### src/rtl/tacc_pkg.sv
package tacc_pkg;

  typedef enum logic [1:0] {
    ST_LOCK = 2'd0,
    ST_ARM  = 2'd1,
    ST_OPEN = 2'd2
  } tacc_st_e;

  // keep masked bits from old, take the rest from new
  function automatic logic [7:0] keep_masked(input logic [7:0] old_v,
                                             input logic [7:0] new_v,
                                             input logic [7:0] mask);
    return (old_v & mask) | (new_v & ~mask);
  endfunction

endpackage

### src/rtl/tacc_cdown.sv
module tacc_cdown #(
  parameter int W        = 3,
  parameter int LOAD_VAL = 4
) (
  input  logic         clk,
  input  logic         rst,
  input  logic         tick,
  input  logic         load,
  input  logic         clr,
  output logic [W-1:0] cnt,
  output logic         last
);

  always_ff @(posedge clk) begin
    if (rst)                    cnt <= '0;
    else if (clr)               cnt <= '0;
    else if (load)              cnt <= W'(LOAD_VAL);
    else if (tick && cnt != '0) cnt <= cnt - W'(1);
  end

  // counter reaches zero at this edge
  assign last = tick && !load && !clr && (cnt == W'(1));

endmodule

### src/rtl/tacc_seq.sv
module tacc_seq
  import tacc_pkg::*;
#(
  parameter int          DATA_W  = 8,
  parameter logic [7:0]  KEY1    = 8'hAA,
  parameter logic [7:0]  KEY2    = 8'h55,
  parameter int          ARM_CYC = 2,
  parameter int          WIN_CYC = 4
) (
  input  logic              clk,
  input  logic              rst,
  input  logic              tick,
  input  logic              key_wr,
  input  logic [DATA_W-1:0] key_data,
  input  logic              cfg_wr,
  output logic              commit,
  output logic              win_open
);

  localparam int ARM_W = $clog2(ARM_CYC + 1);
  localparam int WIN_W = $clog2(WIN_CYC + 1);

  tacc_st_e   st, st_nx;
  logic [ARM_W-1:0] arm_cnt;
  logic [WIN_W-1:0] win_cnt;
  logic arm_last, win_last;
  logic start, arm_ok;

  assign start  = key_wr && (key_data == DATA_W'(KEY1)) && (win_cnt == '0);
  assign arm_ok = (st == ST_ARM) && key_wr && (key_data == DATA_W'(KEY2));
  assign commit = (st == ST_OPEN) && cfg_wr;

  tacc_cdown #(.W(ARM_W), .LOAD_VAL(ARM_CYC)) u_arm (
    .clk(clk), .rst(rst), .tick(tick), .load(start), .clr(1'b0),
    .cnt(arm_cnt), .last(arm_last)
  );

  tacc_cdown #(.W(WIN_W), .LOAD_VAL(WIN_CYC)) u_win (
    .clk(clk), .rst(rst), .tick(tick), .load(start), .clr(commit),
    .cnt(win_cnt), .last(win_last)
  );

  always_comb begin
    st_nx = st;
    if (start) begin
      st_nx = ST_ARM;
    end else begin
      unique case (st)
        ST_ARM: begin
          if (arm_ok)                      st_nx = ST_OPEN;
          else if (key_wr)                 st_nx = ST_LOCK;
          else if (arm_last || win_last)   st_nx = ST_LOCK;
        end
        ST_OPEN: begin
          if (commit)                      st_nx = ST_LOCK;
          else if (key_wr || win_last)     st_nx = ST_LOCK;
        end
        default:                           st_nx = ST_LOCK;
      endcase
    end
  end

  always_ff @(posedge clk) begin
    if (rst) st <= ST_LOCK;
    else     st <= st_nx;
  end

  assign win_open = (st == ST_OPEN);

endmodule

### src/rtl/tacc_cfgreg.sv
module tacc_cfgreg
  import tacc_pkg::*;
#(
  parameter logic [7:0] PROT_MASK = 8'hF0,
  parameter logic [7:0] RST_VAL   = 8'h00
) (
  input  logic       clk,
  input  logic       rst,
  input  logic       wr,
  input  logic       commit,
  input  logic [7:0] wdata,
  output logic [7:0] q,
  output logic       pulse
);

  always_ff @(posedge clk) begin
    if (rst) begin
      q     <= RST_VAL;
      pulse <= 1'b0;
    end else begin
      pulse <= commit;
      if (commit)  q <= wdata;
      else if (wr) q <= keep_masked(q, wdata, PROT_MASK);
    end
  end

endmodule

### src/rtl/tacc_guard.sv
module tacc_guard #(
  parameter int         ADDR_W    = 8,
  parameter logic [7:0] KEY_ADDR  = 8'hC7,
  parameter logic [7:0] CFG_ADDR  = 8'h8E,
  parameter logic [7:0] KEY1      = 8'hAA,
  parameter logic [7:0] KEY2      = 8'h55,
  parameter int         ARM_CYC   = 2,
  parameter int         WIN_CYC   = 4,
  parameter logic [7:0] PROT_MASK = 8'hF0,
  parameter logic [7:0] RST_VAL   = 8'h00
) (
  input  logic              clk,
  input  logic              rst,
  input  logic              tick,
  input  logic              sfr_we,
  input  logic [ADDR_W-1:0] sfr_addr,
  input  logic [7:0]        sfr_wdata,
  output logic [7:0]        cfg_q,
  output logic              prot_wen,
  output logic              win_open
);

  logic key_wr, cfg_wr, commit;

  assign key_wr = sfr_we && (sfr_addr == ADDR_W'(KEY_ADDR));
  assign cfg_wr = sfr_we && (sfr_addr == ADDR_W'(CFG_ADDR));

  tacc_seq #(
    .DATA_W(8), .KEY1(KEY1), .KEY2(KEY2),
    .ARM_CYC(ARM_CYC), .WIN_CYC(WIN_CYC)
  ) u_seq (
    .clk(clk), .rst(rst), .tick(tick),
    .key_wr(key_wr), .key_data(sfr_wdata), .cfg_wr(cfg_wr),
    .commit(commit), .win_open(win_open)
  );

  tacc_cfgreg #(.PROT_MASK(PROT_MASK), .RST_VAL(RST_VAL)) u_reg (
    .clk(clk), .rst(rst), .wr(cfg_wr), .commit(commit),
    .wdata(sfr_wdata), .q(cfg_q), .pulse(prot_wen)
  );

endmodule

### config.mk
export PLATFORM = sky130hd
export DESIGN_NAME = tacc_guard
export DESIGN_NICKNAME = d
export VERILOG_FILES = /design/src/rtl/tacc_pkg.sv /design/src/rtl/tacc_cdown.sv /design/src/rtl/tacc_seq.sv /design/src/rtl/tacc_cfgreg.sv /design/src/rtl/tacc_guard.sv
export SDC_FILE = /design/constraint.sdc
export NUM_CORES = 1
export LEC_CHECK = 0
export BUFFER_PORTS_ARGS = -buffer_cell sky130_fd_sc_hd__buf_2
export CAP_MARGIN = 20
export CORE_ASPECT_RATIO = 0.8
export CORE_MARGIN = 3
export CORE_UTILIZATION = 45
export CTS_CLUSTER_DIAMETER = 150
export CTS_CLUSTER_SIZE = 16
export DETAILED_ROUTE_END_ITERATION = 6
export PLACE_DENSITY = 0.79
export SYNTH_ARGS = -nofsm -noshare
export SYNTH_HDL_FRONTEND = slang
export SYNTH_HIERARCHICAL = 1
export SYNTH_SLANG_ARGS = --single-unit
### constraint.sdc
create_clock -name clk -period 2.8 [get_ports clk]
set_input_delay 0.7 -clock clk [delete_from_list [all_inputs] [get_ports clk]]
set_output_delay 0.7 -clock clk [all_outputs]
set_load 0.005 [all_outputs]
==> metrics.yaml <==
synthesis:
  netlist_area_um2: 860
  synth_edf_count: 0
  ys.flop_type: "dfxtp_1"
  synth-async-reset-ratio_pct: 0
  ys_warn_count: 6
  synthCells: 93
  yosysUniqueCellTypes: 35
  synth.yosys.seq_area_share_pct: 37.3
  avgSynthCellArea_um2: 9.24
  ys_ff_latch: 16
critical_path:
  r2r_slack_ps: 1270
  slowest_stage: "nor4_1"
  cpMostUsedCell: "nor4_1"
  startpoint_type: "primary input"
  r2r-start: "u_seq/u_win/cnt[2]"
  r2r_end: "u_seq/st[0]"
  worst_setup_path_end_kind: "flip-flop"
  crit_path_start: "sfr_addr[4]"
  cp_max_fo: 8
  cp_top_family: "simple AND/OR/NAND/NOR gates"
  crit_end: "u_seq/st[0]"
  ff2ff_path_depth: 6
  critPathMaxStageDelay_ps: 420
  crit_required_ps: 3040
  path_buf_inv: 2
  worstPathArrival_ps: 2480
  worst-path-stages: 9
  worstPathCellList: "buf_2, nand4bb_1, nor4_1, nor4bb_1, and3_1, buf_4, nor3_1, nor4_1, o21ba_1"
  crit_type: "primary input to flip-flop"
route:
  vias: 836
  drcViolationCount: 0
  vias_per_cell: 5.50
  ant_nets: 0
  dr.pass1.iters: 4
  drt_wl_total_um: 2040
  initialDrtViolationCount: 15
  wl_per_cell_um: 13.4
finish:
  nets: 156
  drive_gt1_share_pct: 30.8
  multi_input_area_um2: 517
  post-route-util_pct: 63.9
  fillers: 160
  final_area_um2: 1090
  regArea_um2: 320
  area_growth_pct: 26.9
  num_antenna_cells: 0
clock_tree:
  cts_sinks: 16
  clockBufferDepth: 2
  path_clk_slew_ps: 90
  cts_max_level: 1
  root_buffer: "clkbuf_4"
  post-cts-setup-buffers: 0
  cts-resized-gates: 0
  cts_inserted_buffers: 3
  ctsHoldBuffers: 0
  clk_latency_ps: 280
  cts_tree: "built"
sta:
  period_needed_ps: 2240
  finalHoldViolCount: 0
  fin_ws_ps: 561
  slew_violations: 0
  finalSetupViolations: 0
  rsz0062_at_grt: "false"
  clock_skew_ps: 4.84
  min_period_over_period_pct: 80.0
  fmax_mhz: 447
  setup_tns_ps: 0
  worst_hold_slack_ps: 504
placement:
  placed_area_um2: 1050
  pre_cts_slack_ps: 294
  place_congestion: 0.787
  numPortBuffers: 29
  dp_hpwl_um: 1580
die:
  die_w_um: 54.9
  core_area_um2: 1710
  die_area_um2: 2470
  ios: 30
  die_y_um: 45.1
  start_util_pct: 50.3
  rows: 13
run:
  cap_violations: 0
grt:
  grt_max_degree: 16
  grt_usage_pct: 18.7
  grt.overflow.total: 0
  grt_pass1_vias: 771
  grt_pass1_wl_um: 3300
  antenna_found_initial: 0
pwr:
  power_density_nw_per_um2: 526
  ir_worst_vdd_uv: 423
  p_leak_nw: 0.475
worst_hold_path:
  min_from: "u_reg/q[5]"
  hold_path.class: "flip-flop to flip-flop"
status:
  status: "completed"
## power by group
| part | leakage, nW | total [W] | switching [W] | internal, W |
|---|---|---|---|---|
| Sequential | 0.129 | 0.000267 | 0.0000214 | 0.000246 |
| Combinational | 0.325 | 0.000156 | 0.0000890 | 0.0000669 |
| Clock | 0.0210 | 0.000150 | 0.0000712 | 0.0000791 |
| Total | 0.475 | 0.000573 | 0.000182 | 0.000392 |
## worst register-to-register path: stages, from the launching register on
cell and delay (ps):
dfxtp_1 370, nor4b_1 270, and3_1 220, buf_4 160, nor3_1 70, nor4_1 250
o21ba_1 150
## synthesized netlist by cell type, drive strengths merged (2+ instances only)
cell type / count / area, um^2
dfxtp: 16 / 320
a21oi: 6 / 30.0
nand2: 6 / 22.5
nor2: 6 / 22.5
ha: 5 / 62.6
nor4: 5 / 31.3
or3b: 5 / 43.8
inv: 4 / 15.0
mux2i: 4 / 40.0
nor3: 4 / 25.0
o21ai: 4 / 20.0
nand2b: 3 / 18.8
and3: 2 / 12.5
nand4bb: 2 / 22.5
nor2b: 2 / 12.5
## logic make-up after synthesis
group                    count (synthesis)  share of synthesized area (%)
AO/OA/AOI/OAI                           16                           12.4
XOR/XNOR                                 1                           1.02
adder cells (fa/ha/maj)                  5                           7.28
buffers and inverters                    6                           3.49
flip-flops                              16                           37.3
multiplexers                             4                           4.66
other                                    1                          0.436
AND/OR/NAND/NOR                         44                           33.5
## metal layers
layer | up-vias | global-route usage, % | share of wire (%)
li1 | 410 | - | -
met5 | - | 0 | 0
met2 | 34 | 31.6 | 48
met1 | 388 | 22.1 | 43
met4 | 0 | 5.97 | 1.4
met3 | 4 | 5.94 | 7.8
## cells in the final DEF (no fill, tap or decap), drive strengths merged, types with 5 or more instances in the layout
master	n
buf	33
dfxtp	16
nand2	6
a21oi	6
nor2	6
nor4	5
or3b	5
ha	5
## sequential cells by signal, summed over array words and instances, names as in the netlist
| name | cells |
|---|---|
| u_reg/pulse | 1 |
| u_reg/q | 8 |
| u_seq/st | 2 |
| u_seq/u_arm/cnt | 2 |
| u_seq/u_win/cnt | 3 |
## area by class of cell
class	instances	area share, %
well taps	22	2.52
clock buffers	4	3.33
inverters	4	1.38
flip-flops and latches	16	29.4
multi-input cells	73	47.4
repair buffers	33	16.1
## stage by stage
step | power [W] | cells
after floorplan | 0.000371 | 95
after global placement | 0.000407 | 148
after detailed placement | 0.000419 | 148
after CTS | 0.000573 | 152
after global routing | 0.000609 | 152
final | 0.000574 | 152
## worst min path at each step
stage | endpoint | slack [ps] | cells past startpoint
2_1_floorplan | u_reg/q[4] | 480 | 2
3_3_place_gp | u_reg/q[5] | 470 | 2
3_5_place_dp | u_reg/q[6] | 490 | 2
4_1_cts | u_reg/q[6] | 510 | 2
5_1_grt | u_reg/q[7] | 560 | 2
6_report | u_reg/q[5] | 500 | 2
Note: power is estimated with default switching activity, not from simulation.
